## config.mk

```make
export PLATFORM = sky130hd
export DESIGN_NAME = cwd_datapath
export DESIGN_NICKNAME = d
export VERILOG_FILES = /design/src/rtl/cwd_pkg.sv /design/src/rtl/cwd_alu.sv /design/src/rtl/cwd_srcmux.sv /design/src/rtl/cwd_regbank.sv /design/src/rtl/cwd_datapath.sv
export SDC_FILE = /design/constraint.sdc
export NUM_CORES = 1
export LEC_CHECK = 0
export CAP_MARGIN = 15
export CORE_ASPECT_RATIO = 2
export CORE_MARGIN = 4
export CORE_UTILIZATION = 60
export DETAILED_ROUTE_END_ITERATION = 10
export GPL_ROUTABILITY_DRIVEN = 0
export PLACE_DENSITY = 0.8
export SLEW_MARGIN = 20
export SYNTH_ARGS = -nofsm -noshare
export SYNTH_HDL_FRONTEND = slang
export SYNTH_SLANG_ARGS = --single-unit
export TNS_END_PERCENT = 10
```

## constraint.sdc

```tcl
create_clock -name clk -period 7.7 [get_ports clk]
set_input_delay 1.155 -clock clk [delete_from_list [all_inputs] [get_ports clk]]
set_output_delay 1.155 -clock clk [all_outputs]
set_load 0.005 [all_outputs]
```

## src/rtl/cwd_pkg.sv

```systemverilog
// Package: shared function codes for the control-word datapath.
// Assumes a 5-bit function field; the codes are sparse and fixed.
package cwd_pkg;

    localparam int OP_W = 5;

    typedef enum logic [OP_W-1:0] {
        FN_PASS = 5'b00000,
        FN_INC  = 5'b00001,
        FN_ADD  = 5'b00010,
        FN_SUB  = 5'b00101,
        FN_DEC  = 5'b00110,
        FN_AND  = 5'b01000,
        FN_OR   = 5'b01010,
        FN_XOR  = 5'b01100,
        FN_NOT  = 5'b01110,
        FN_SHR  = 5'b10000,
        FN_SHL  = 5'b11000
    } fn_code_e;

endpackage

```

## src/rtl/cwd_alu.sv

```systemverilog
// Module: combinational function unit.
// Decodes the sparse function code and computes the result from buses A and B.
// Assumes arithmetic wraps at DATA_W bits; unknown codes produce zero.
module cwd_alu
    import cwd_pkg::*;
#(
    parameter int DATA_W = 8
) (
    input  logic [DATA_W-1:0] opnd_a,
    input  logic [DATA_W-1:0] opnd_b,
    input  logic [OP_W-1:0]   fn_code,
    output logic [DATA_W-1:0] result
);

    localparam logic [DATA_W-1:0] ONE = DATA_W'(1);

    // Select the function result for the current code
    always_comb begin
        case (fn_code)
            FN_PASS: result = opnd_a;
            FN_INC:  result = opnd_a + ONE;
            FN_ADD:  result = opnd_a + opnd_b;
            FN_SUB:  result = opnd_a - opnd_b;
            FN_DEC:  result = opnd_a - ONE;
            FN_AND:  result = opnd_a & opnd_b;
            FN_OR:   result = opnd_a | opnd_b;
            FN_XOR:  result = opnd_a ^ opnd_b;
            FN_NOT:  result = ~opnd_a;
            FN_SHR:  result = {1'b0, opnd_a[DATA_W-1:1]};
            FN_SHL:  result = {opnd_a[DATA_W-2:0], 1'b0};
            default: result = '0;
        endcase
    end

endmodule

```

## src/rtl/cwd_srcmux.sv

```systemverilog
// Module: operand source selector.
// Code 0 picks the external input; code n picks register n of the flat bank.
// Assumes NREG = 2**SEL_W - 1, so every select code is legal.
module cwd_srcmux #(
    parameter int DATA_W = 8,
    parameter int SEL_W  = 3,
    parameter int NREG   = (1 << SEL_W) - 1
) (
    input  logic [SEL_W-1:0]       src_sel,
    input  logic [DATA_W-1:0]      ext_val,
    input  logic [NREG*DATA_W-1:0] bank_flat,
    output logic [DATA_W-1:0]      bus_val
);

    logic [DATA_W-1:0] choice [0:NREG];

    assign choice[0] = ext_val;

    for (genvar i = 1; i <= NREG; i++) begin : g_choice
        assign choice[i] = bank_flat[(i-1)*DATA_W +: DATA_W];
    end

    // Route the selected candidate onto the bus
    always_comb begin
        bus_val = choice[src_sel];
    end

endmodule

```

## src/rtl/cwd_regbank.sv

```systemverilog
// Module: general register bank with destination decode.
// Register n loads wr_data when wr_sel equals n; code 0 loads nothing.
// Assumes a synchronous active-low reset that clears every register.
module cwd_regbank #(
    parameter int DATA_W = 8,
    parameter int SEL_W  = 3,
    parameter int NREG   = (1 << SEL_W) - 1
) (
    input  logic                   clk,
    input  logic                   rst_n,
    input  logic [SEL_W-1:0]       wr_sel,
    input  logic [DATA_W-1:0]      wr_data,
    output logic [NREG*DATA_W-1:0] bank_flat
);

    for (genvar i = 1; i <= NREG; i++) begin : g_reg
        logic [DATA_W-1:0] q;

        // Clear on reset, else load when this register is the destination
        always_ff @(posedge clk) begin
            if (!rst_n) begin
                q <= '0;
            end else if (wr_sel == SEL_W'(i)) begin
                q <= wr_data;
            end
        end

        assign bank_flat[(i-1)*DATA_W +: DATA_W] = q;
    end

endmodule

```

## src/rtl/cwd_datapath.sv

```systemverilog
// Module: control-word register datapath (top).
// Splits the control word into A select, B select, destination and function.
// Drives both operand buses, computes the result onto out_bus and writes it back.
// Assumes one control word per cycle, supplied by an outside sequencer.
module cwd_datapath
    import cwd_pkg::*;
#(
    parameter int DATA_W = 8,
    parameter int SEL_W  = 3
) (
    input  logic                      clk,
    input  logic                      rst_n,
    input  logic [3*SEL_W+OP_W-1:0]   ctrl_word,
    input  logic [DATA_W-1:0]         ext_in,
    output logic [DATA_W-1:0]         out_bus
);

    localparam int NREG = (1 << SEL_W) - 1;
    localparam int CW_W = 3 * SEL_W + OP_W;

    logic [SEL_W-1:0]       sel_a;
    logic [SEL_W-1:0]       sel_b;
    logic [SEL_W-1:0]       sel_d;
    logic [OP_W-1:0]        fn_sel;
    logic [NREG*DATA_W-1:0] regs_flat;
    logic [SEL_W-1:0]       src_sel [2];
    logic [DATA_W-1:0]      src_bus [2];

    // Field split of the control word
    assign sel_a  = ctrl_word[CW_W-1 -: SEL_W];
    assign sel_b  = ctrl_word[CW_W-1-SEL_W -: SEL_W];
    assign sel_d  = ctrl_word[OP_W+SEL_W-1 -: SEL_W];
    assign fn_sel = ctrl_word[OP_W-1:0];

    assign src_sel[0] = sel_a;
    assign src_sel[1] = sel_b;

    for (genvar s = 0; s < 2; s++) begin : g_src
        cwd_srcmux #(
            .DATA_W (DATA_W),
            .SEL_W  (SEL_W),
            .NREG   (NREG)
        ) u_mux (
            .src_sel   (src_sel[s]),
            .ext_val   (ext_in),
            .bank_flat (regs_flat),
            .bus_val   (src_bus[s])
        );
    end

    cwd_alu #(
        .DATA_W (DATA_W)
    ) u_alu (
        .opnd_a  (src_bus[0]),
        .opnd_b  (src_bus[1]),
        .fn_code (fn_sel),
        .result  (out_bus)
    );

    cwd_regbank #(
        .DATA_W (DATA_W),
        .SEL_W  (SEL_W),
        .NREG   (NREG)
    ) u_bank (
        .clk       (clk),
        .rst_n     (rst_n),
        .wr_sel    (sel_d),
        .wr_data   (out_bus),
        .bank_flat (regs_flat)
    );

endmodule

```

-- Word level (Yosys, flattened, before mapping)
Cells that the tools add are included.
- shift operators: 0
- reductions and logical operators: 1
- eq/ne operators: 17
- bitwise logic cells: 6
- multipliers: 0
- magnitude comparators: 2
- mux-type cells: 7
- div/mod/pow operators: 0
- add/sub/neg operators: 4
- operators with widths (cell ; count):
    case mux 8 bit (11 select lines) ; 1
    binary-select mux 8 bit (select 3 bit) ; 2
    two-way mux 8 bit ; 4
    == test 5 x 4 -> 1 bit (second input constant) ; 4
    == test 3 bit (second input constant) ; 4
    == test 5 x 3 -> 1 bit (second input constant) ; 2
    == test 5 bit (second input constant) ; 2
    adder 8 x 1 -> 8 bit (second input constant) ; 1
    adder 8 bit ; 1
    bitwise AND 8 bit ; 1
    >= comparator 4 bit (second input constant) ; 2
    inverter 3 -> 4 bit ; 2
    inverter 8 bit ; 1
    OR 8 bit ; 1
    subtractor 8 x 1 -> 8 bit (second input constant) ; 1
    subtractor 8 bit ; 1
    XOR 8 bit ; 1
    == test 3 x 2 -> 1 bit (second input constant) ; 2
    == test 5 x 1 -> 1 bit (second input constant) ; 1
    == test 5 x 2 -> 1 bit (second input constant) ; 1
    logical NOT 5 bit ; 1
    == test 3 x 1 -> 1 bit (second input constant) ; 1
- bits in latches: 0
- output and inout bits: 8
- register bits after elaboration: 56
- memories kept: 0
- RAM bits: 0
- word-level logic and storage cells: 44
- input bits: 24
- ROM bits: 0

-- Logic depth before layout (Yosys ltp)
Gate-level depths: netlist of the first run.
- word-level depth: 6
- depth in mapped cells: 16
- gate-level depth less buffers: 14

-- By module
A second synthesis of the first run with hierarchy kept.
- cell total of the unflattened synthesis: 449
- area total of the unflattened synthesis: 4451.8 um^2
- by module, submodules not included (module ; seq. area each (um^2) ; area each (um^2) ; instances ; cells an instance):
    cwd_regbank ; 1121.1 ; 2050.7 ; 1 ; 196
    cwd_alu ; 0.0 ; 1300.0 ; 1 ; 195
    cwd_srcmux ; 0.0 ; 550.5 ; 2 ; 29

-- Least setup slack after synthesis of the first run
No wires, ideal clock.
- path type: input -> output
- from: in ctrl_word[11]
- to: out out_bus[7]
- stages on the path: 13
- path slack: 1904 ps
- data arrival time: 4641 ps
- path through: clkbuf_1 -> buf_2 -> mux4_2 -> mux2i_1 -> inv_1 -> ha_1 -> nor2b_1 -> o21a_1 -> o31a_1 -> o41ai_1 -> xnor2_1 -> nor3_1 -> a211o_1
- longest elaborated chain between the ends: 6
- ends and longest elaborated chain (element ; RTL line ; source):
    start, declared ; cwd_datapath.sv:13 ; input logic [3*SEL_W+OP_W-1:0] ctrl_word,
    inverter 3 -> 4 bit (not written as such) (*) ; cwd_srcmux.sv:25 ; bus_val = choice[src_sel];
    binary-select mux 8 bit (select 3 bit) (*) ; cwd_srcmux.sv:25 ;
    two-way mux 8 bit (not written as such) (*) (2 in a row) ; cwd_srcmux.sv:25 ;
    subtractor 8 x 1 -> 8 bit, or another cell as far along ; cwd_alu.sv:24 ; FN_DEC: result = opnd_a - ONE;
    case mux 8 bit (11 select lines) (*) ; cwd_alu.sv:19 ; case (fn_code)
    end, declared ; cwd_datapath.sv:15 ; output logic [DATA_W-1:0] out_bus
Every way passes the cells marked *; elsewhere a longest branch is shown, timed or not. The select of a mux whose other input is x is not followed.

-- Final worst setup path of the first run
- from: in ctrl_word[8]
- to: out out_bus[7]
- longest elaborated chain between the ends: 6
- ends and longest elaborated chain (element ; RTL line ; source):
    inverter 3 -> 4 bit (not written as such) (*) ; cwd_srcmux.sv:25 ;
    binary-select mux 8 bit (select 3 bit) (*) ; cwd_srcmux.sv:25 ;
    two-way mux 8 bit (not written as such) (*) (2 in a row) ; cwd_srcmux.sv:25 ;
    subtractor 8 bit, or another cell as far along ; cwd_alu.sv:23 ; FN_SUB: result = opnd_a - opnd_b;
    case mux 8 bit (11 select lines) (*) ; cwd_alu.sv:19 ;
Marks and branches as above.

==> results of run 1 <==
-- placed cells by master, fill, tap and decap left out, types with 4 or more instances in the layout --
cell type / netlist / layout
nor3_1: 8 / 8
o22ai_1: 5 / 5
clkbuf_16: 0 / 5
a211oi_1: 32 / 32
o21ai_0: 30 / 30
dfxtp_1: 56 / 56
nor4b_1: 5 / 5
ha_1: 24 / 24
a22oi_1: 4 / 4
nor2_1: 54 / 54
inv_1: 26 / 26
mux2_2: 5 / 5
mux2i_1: 9 / 9
a21oi_1: 35 / 35
nor2b_1: 6 / 6
mux4_2: 31 / 31
a311o_1: 7 / 7
nand2_1: 16 / 16
clkdlybuf4s50_1: 0 / 31
nand3_1: 5 / 5
and3_1: 4 / 4
buf_4: 0 / 18
-- per-stage QoR --
step	setup WS [ns]	hold WS [ns]	cell area, um2	std cells	power [mW]
final	0.4884	0.5125	4880	572	0.7730
after global routing	0.3409	0.5274	4880	572	0.8036
after CTS	0.5924	0.5124	4867	572	0.7695
after detailed placement	0.6310	0.5034	4700	564	0.5150
after global placement	0.7931	0.4905	4700	564	0.5074
after floorplan	1.904	0.4845	4292	460	0.4470
-- worst max-delay path: stages --
cell	delay, ns
clkdlybuf4s50_1	0.69
buf_4	0.26
mux4_2	0.54
mux2i_4	0.29
nand3_1	0.27
nor3_1	0.33
a21oi_1	0.11
o221a_2	0.25
ha_1	0.32
nor3_1	0.05
nor2_1	0.10
o41ai_1	0.08
xnor2_1	0.72
nor3_1	0.11
a211o_1	0.31
clkdlybuf4s50_1	0.45
-- cells by family (layout without fill, tap and decap cells) --
logic type                 count (synthesis)  count (layout)
AOI/OAI and AO/OA                        139             139
xor gates and xnor gates                   5               5
adders and majority gates                 25              25
buffers and inverters                     63              85
DFF                                       56              56
muxes                                     51              51
and+or+nand+nor                          121             121
-- per-layer routing --
layer	track usage, %	part of all wire, %	up-vias
met4	26.03	9.2	0
met2	53.48	50	235
met5	0	0	-
li1	-	-	1793
met1	34.97	33	1903
met3	9.059	7.9	96
-- cell type report --
class	count	area, um2	area share, %
multi-input cells	341	2925	59.95
flip-flops and latches	56	1121	22.97
repair buffers	49	445.4	9.128
clock buffers	5	125.1	2.564
well taps	90	112.6	2.308
inverters	28	107.6	2.205
clock inverters	3	42.54	0.8718
-- where the power goes --
group / internal [mW] / total [mW] / switching, mW
combinational: 0.0892 / 0.204 / 0.115
clock: 0.153 / 0.256 / 0.103
sequential: 0.303 / 0.313 / 0.00984
total: 0.545 / 0.773 / 0.228
-- worst paths after layout --
kind / from / to / cells past startpoint
max reg2reg: u_bank.g_reg[7].q[0] / u_bank.g_reg[3].q[7] / 13
max: ctrl_word[8] / out_bus[7] / 16
min: u_bank.g_reg[6].q[0] / u_bank.g_reg[6].q[0] / 2
min reg2reg: u_bank.g_reg[6].q[0] / u_bank.g_reg[6].q[0] / 2
==> flow_metrics.env, run 1 <==
export IMPL_synthAdderAreaFrac_pct=7.464
export IMPL_largest_reg_flops=56
export IMPL_final_util_pct=70.31
export IMPL_rows=43
export IMPL_crit_path_end_kind="output port"
export IMPL_h_tree_depth=2
export IMPL_synth_cell_types=63
export IMPL_cts_setup_buffers=0
export IMPL_synth_top_family_by_area="multiplexers"
export IMPL_cts_sinks=56
export IMPL_cts_buffers=5
export IMPL_rsz0062_at_grt="false"
export IMPL_die_area_mm2=0.008652
export IMPL_grt_pass1_wl_um=21000
export IMPL_cap_violations=0
export IMPL_finClkSkew_ns=0.008793
export IMPL_netlist_top_cells_area="dfxtp_1, mux4_2, ha_1"
export IMPL_status="finished clean"
export IMPL_antenna_found_initial=0
export IMPL_largest_register="u_bank.g.q"
export IMPL_core_area_mm2=0.006940
export IMPL_period_share_pct=93.66
export IMPL_synth_xor_area_share_pct=1.020
export IMPL_fill_cells=508
export IMPL_synthToLayoutAreaGrowth_pct=13.70
export IMPL_cts_resized=0
export IMPL_crit_type="in -> out"
export IMPL_grt_max_degree=31
export IMPL_pin_count=32
export IMPL_synthSimpleGateAreaFrac_pct=14.84
export IMPL_clkTransAtPathRegs_ns=0.07
export IMPL_hpwl_um=9695
export IMPL_synth_area_mm2=0.004292
export IMPL_grt_pass1_vias=3935
export IMPL_ant_nets=0
export IMPL_layout_nets=530
export IMPL_yosys_area_top_type="dfxtp_1"
export IMPL_cp_arrival_ns=6.06
export IMPL_maxSlewViolCount=0
export IMPL_die_h_um=127.6
export IMPL_synth_top_cells_by_count="dfxtp_1, nor2_1, a21oi_1"
export IMPL_tightestPinTransition_ns=0.9381
export IMPL_irDropWorstVdd_v=0.0001958
export IMPL_synth_mux_area_share_pct=22.59
export IMPL_critPathLaunchType="input port"
export IMPL_syn_area_per_cell_um2=9.330
export IMPL_overflow=0
export IMPL_critPathRequiredTime_ns=6.55
export IMPL_cts_tree="built"
export IMPL_hold_viol_final=0
export IMPL_setup_violations_final=0
export IMPL_start_util_pct=61.84
export IMPL_grt_usage_pct=33.16
export IMPL_critPathMaxFanout=10
export IMPL_synth_nets=509
export IMPL_timing_final_crit_period_ns=7.212
export IMPL_p_leak_nw=1.936
export IMPL_synthFlopType="dfxtp_1"
export IMPL_root_buffer="clkbuf_16"
export IMPL_drive_gt1_share_pct=16.80
export IMPL_yosysSeqAreaShare_pct=26.12
export IMPL_clk_path_buf_depth=2
export IMPL_routed_via_density=7.040
export IMPL_fmax_mhz=138.7
export IMPL_yosys_warnings=0
export IMPL_port_buffers=31
export IMPL_synth_edff_count=0
export IMPL_drt_wirelength_per_cell_um=23.48
export IMPL_netlist_instances=460
export IMPL_max_slew_margin_pct=37.39
export IMPL_dr_pass1_iters=5
export IMPL_die_w_um=67.80
export IMPL_synth_seq_cells=56
export IMPL_hold_class="reg -> reg"
export IMPL_vias=4027
export IMPL_synth_compound_area_share_pct=21.72
export IMPL_p_per_area_mw_per_mm2=158.4
export IMPL_largestRegisters="u_bank.g.q (56)"
export IMPL_synth_top_cell_area_share_pct=26.12
export IMPL_r2r_slack_ns=3.32
export IMPL_diodes=0
export IMPL_drt_iter0_drc=349
export IMPL_routed_wl_um=13430
export IMPL_async_flop_share_pct=0
export IMPL_route_detailed_drc=0
export IMPL_post_synth_top_count_cell="dfxtp_1"
export IMPL_clock_latency_ns=0.30
export IMPL_cts_hold_buf=0
export IMPL_finalSetupTns_ns=0
Note: power is estimated with default switching activity, not from simulation.
==> inputs of run 2 (changes only) <==
--- a/config.mk
+++ b/config.mk
@@ -6,12 +6,15 @@
 export NUM_CORES = 1
 export LEC_CHECK = 0
 export CAP_MARGIN = 15
+export CELL_PAD_IN_SITES_DETAIL_PLACEMENT = 1
+export CELL_PAD_IN_SITES_GLOBAL_PLACEMENT = 2
 export CORE_ASPECT_RATIO = 2
 export CORE_MARGIN = 4
-export CORE_UTILIZATION = 60
+export CORE_UTILIZATION = 41
 export DETAILED_ROUTE_END_ITERATION = 10
 export GPL_ROUTABILITY_DRIVEN = 0
-export PLACE_DENSITY = 0.8
+export PLACE_DENSITY = 0.86
+export RECOVER_POWER = 25
 export SLEW_MARGIN = 20
 export SYNTH_ARGS = -nofsm -noshare
 export SYNTH_HDL_FRONTEND = slang
==> run 2 against run 1 <==
  * Flip-flop and latch count stayed put
  * Sequential share of layout area is 0.48 points lower
  * Worst hold slack better by 0.0076 ns
==> flow_metrics.env, run 2 (same netlist as run 1, synthesis figures left out) <==
export IMPL_layout_nets=537
export IMPL_holdPathEnd="u_bank.g_reg[2].q[4]"
export IMPL_start_util_pct=42.28
export IMPL_finClkSkew_ns=0.01178
export IMPL_rsz0062_at_grt="false"
export IMPL_h_tree_depth=2
export IMPL_critPathRequiredTime_ns=6.55
export IMPL_dr_pass1_iters=4
export IMPL_max_slew_margin_pct=30.24
export IMPL_cts_buffers=5
export IMPL_ant_nets=0
export IMPL_clk_path_buf_depth=2
export IMPL_clock_latency_ns=0.30
export IMPL_rows=52
export IMPL_pin_count=32
export IMPL_regArea_mm2=0.001121
export IMPL_irDropWorstVdd_v=0.0001986
export IMPL_crit_chain="clkdlybuf4s50_1 > buf_4 > mux4_2 > mux2i_4 > nand3_1 > nor2_1 > a21oi_1 > o221a_2 > ha_1 > o21a_1 > o31a_1 > o41ai_1 > xnor2_2 > nor3_1 > a211o_1 > clkdlybuf4s50_1"
export IMPL_stdcell_count=624
export IMPL_root_buffer="clkbuf_16"
export IMPL_clkTransAtPathRegs_ns=0.07
export IMPL_path_common_cell="clkdlybuf4s50_1"
export IMPL_maxSlewViolCount=0
export IMPL_core_area_mm2=0.01015
export IMPL_grt_max_degree=31
export IMPL_critPathMaxFanout=10
export IMPL_largest_register="u_bank.g.q"
export IMPL_overflow=0
export IMPL_fill_cells=1179
export IMPL_hold_viol_final=0
export IMPL_hpwl_um=11240
export IMPL_cts_tree="built"
export IMPL_finalSetupTns_ns=0
export IMPL_period_share_pct=95.32
export IMPL_tightestPinTransition_ns=1.038
export IMPL_cap_violations=0
export IMPL_timing_final_crit_period_ns=7.339
export IMPL_synthToLayoutAreaGrowth_pct=16.12
export IMPL_critPathBufInv=3
export IMPL_regToRegEndpoint="u_bank.g_reg[5].q[7]"
export IMPL_die_h_um=152.7
export IMPL_critPathTopFamily="buffers and inverters"
export IMPL_drt_wirelength_per_cell_um=22.98
export IMPL_r2r_slack_ns=3.39
export IMPL_critPathLaunchType="input port"
export IMPL_routed_via_density=6.208
export IMPL_cp_slowest_stage_delay_ns=0.83
export IMPL_routed_wl_um=14340
export IMPL_cp_arrival_ns=6.18
export IMPL_setup_violations_final=0
export IMPL_vias=3874
export IMPL_r2r_start="u_bank.g_reg[3].q[0]"
export IMPL_largest_reg_flops=56
export IMPL_route_detailed_drc=0
export IMPL_p_per_area_mw_per_mm2=155.3
export IMPL_die_area_mm2=0.01227
export IMPL_p_leak_nw=1.969
export IMPL_grt_pass1_wl_um=23210
export IMPL_place_inst=616
export IMPL_crit_slowest_cell="clkdlybuf4s50_1"
export IMPL_fmax_mhz=136.3
export IMPL_reg2reg_depth=14
export IMPL_die_w_um=80.35
export IMPL_antenna_found_initial=0
export IMPL_drt_iter0_drc=131
export IMPL_cts_sinks=56
export IMPL_crit_type="in -> out"
export IMPL_diodes=0
export IMPL_status="finished clean"
export IMPL_cts_setup_buffers=0
export IMPL_layout_commonest_cell="dfxtp_1"
export IMPL_crit_path_end_kind="output port"
export IMPL_multi_input_area_mm2=0.002932
export IMPL_min_path_cells=2
export IMPL_port_buffers=31
export IMPL_largestRegisters="u_bank.g.q (56)"
export IMPL_hold_class="reg -> reg"
export IMPL_worstHoldStart="u_bank.g_reg[2].q[4]"
export IMPL_grt_usage_pct=24.55
export IMPL_mostFrequentLayoutCells="dfxtp_1, nor2_1, a21oi_1, a211oi_1"
export IMPL_drive_gt1_share_pct=17.79
export IMPL_grt_pass1_vias=4259
## run 2: cell types whose count changed in the layout (fill, tap and decap cells not counted), sizes merged
| cell | previous run | this run |
|---|---|---|
| clkbuf | 5 | 8 |
| clkinvlp | 1 | 0 |
| buf | 18 | 23 |
## run 2: per-layer routing
layer / wire length (um) / GRT usage [%] / part of all wire [%] / vias up
met4: 908 / 14.34 / 6.3 / 0
met3: 366 / 2.071 / 2.6 / 58
met1: 5098 / 26.05 / 36 / 1896
li1: - / - / - / 1809
met2: 7967 / 45.25 / 56 / 111
met5: 0 / 0 / 0 / -
## run 2: what timing repair did
item                                   4_1_cts  5_1_grt
gates resized for setup                      0        1
hold buffers                                 0        0
setup endpoints to repair                    0        1
endpoints found under the hold margin        0        0
## run 2: final cells by class
type | instances | share of cell area (%)
clock inverters | 2 | 0.7030
multi-input cells | 341 | 58.82
flip-flops and latches | 56 | 22.50
repair buffers | 56 | 9.842
inverters | 28 | 2.159
clock buffers | 6 | 2.586
well taps | 135 | 3.389
## run 2: power by group
group	switching [mW]	leakage, nW	internal (mW)
sequential	0.00984	0.457	0.303
clock	0.102	0.0808	0.153
combinational	0.116	1.43	0.0904
## run 2: how the worst max path moves through the flow
| stage | from | endpoint | slack (ns) | cells after the start |
|---|---|---|---|---|
| global placement | ctrl_word[8] | out_bus[7] | 0.36 | 16 |
| detailed placement | ctrl_word[8] | out_bus[4] | 0.26 | 15 |
| floorplan | ctrl_word[11] | out_bus[7] | 1.90 | 13 |
| global route | ctrl_word[8] | out_bus[7] | 0.03 | 16 |
| finish | ctrl_word[8] | out_bus[7] | 0.36 | 16 |
| CTS | ctrl_word[8] | out_bus[4] | 0.24 | 15 |
## run 2: through the flow
step	util (%)	hold slack, ns	power (mW)	cell area [um2]	worst slack [ns]
final	49.10	0.5201	0.7738	4984	0.3607
after global routing	49.10	0.5407	0.8104	4984	0.02512
after CTS	48.99	0.5211	0.7778	4972	0.2398
after detailed placement	47.37	0.5112	0.5237	4808	0.2614
after global placement	47.37	0.4954	0.5164	4808	0.3624
after floorplan	-	0.4845	0.4470	4292	1.904
## run 2: worst min-delay path, delay by kind of cell (launching register included)
family / cells / cell delay (ns)
compound gates: 1 / 0.05
flops: 1 / 0.32
simple gates: 1 / 0.10
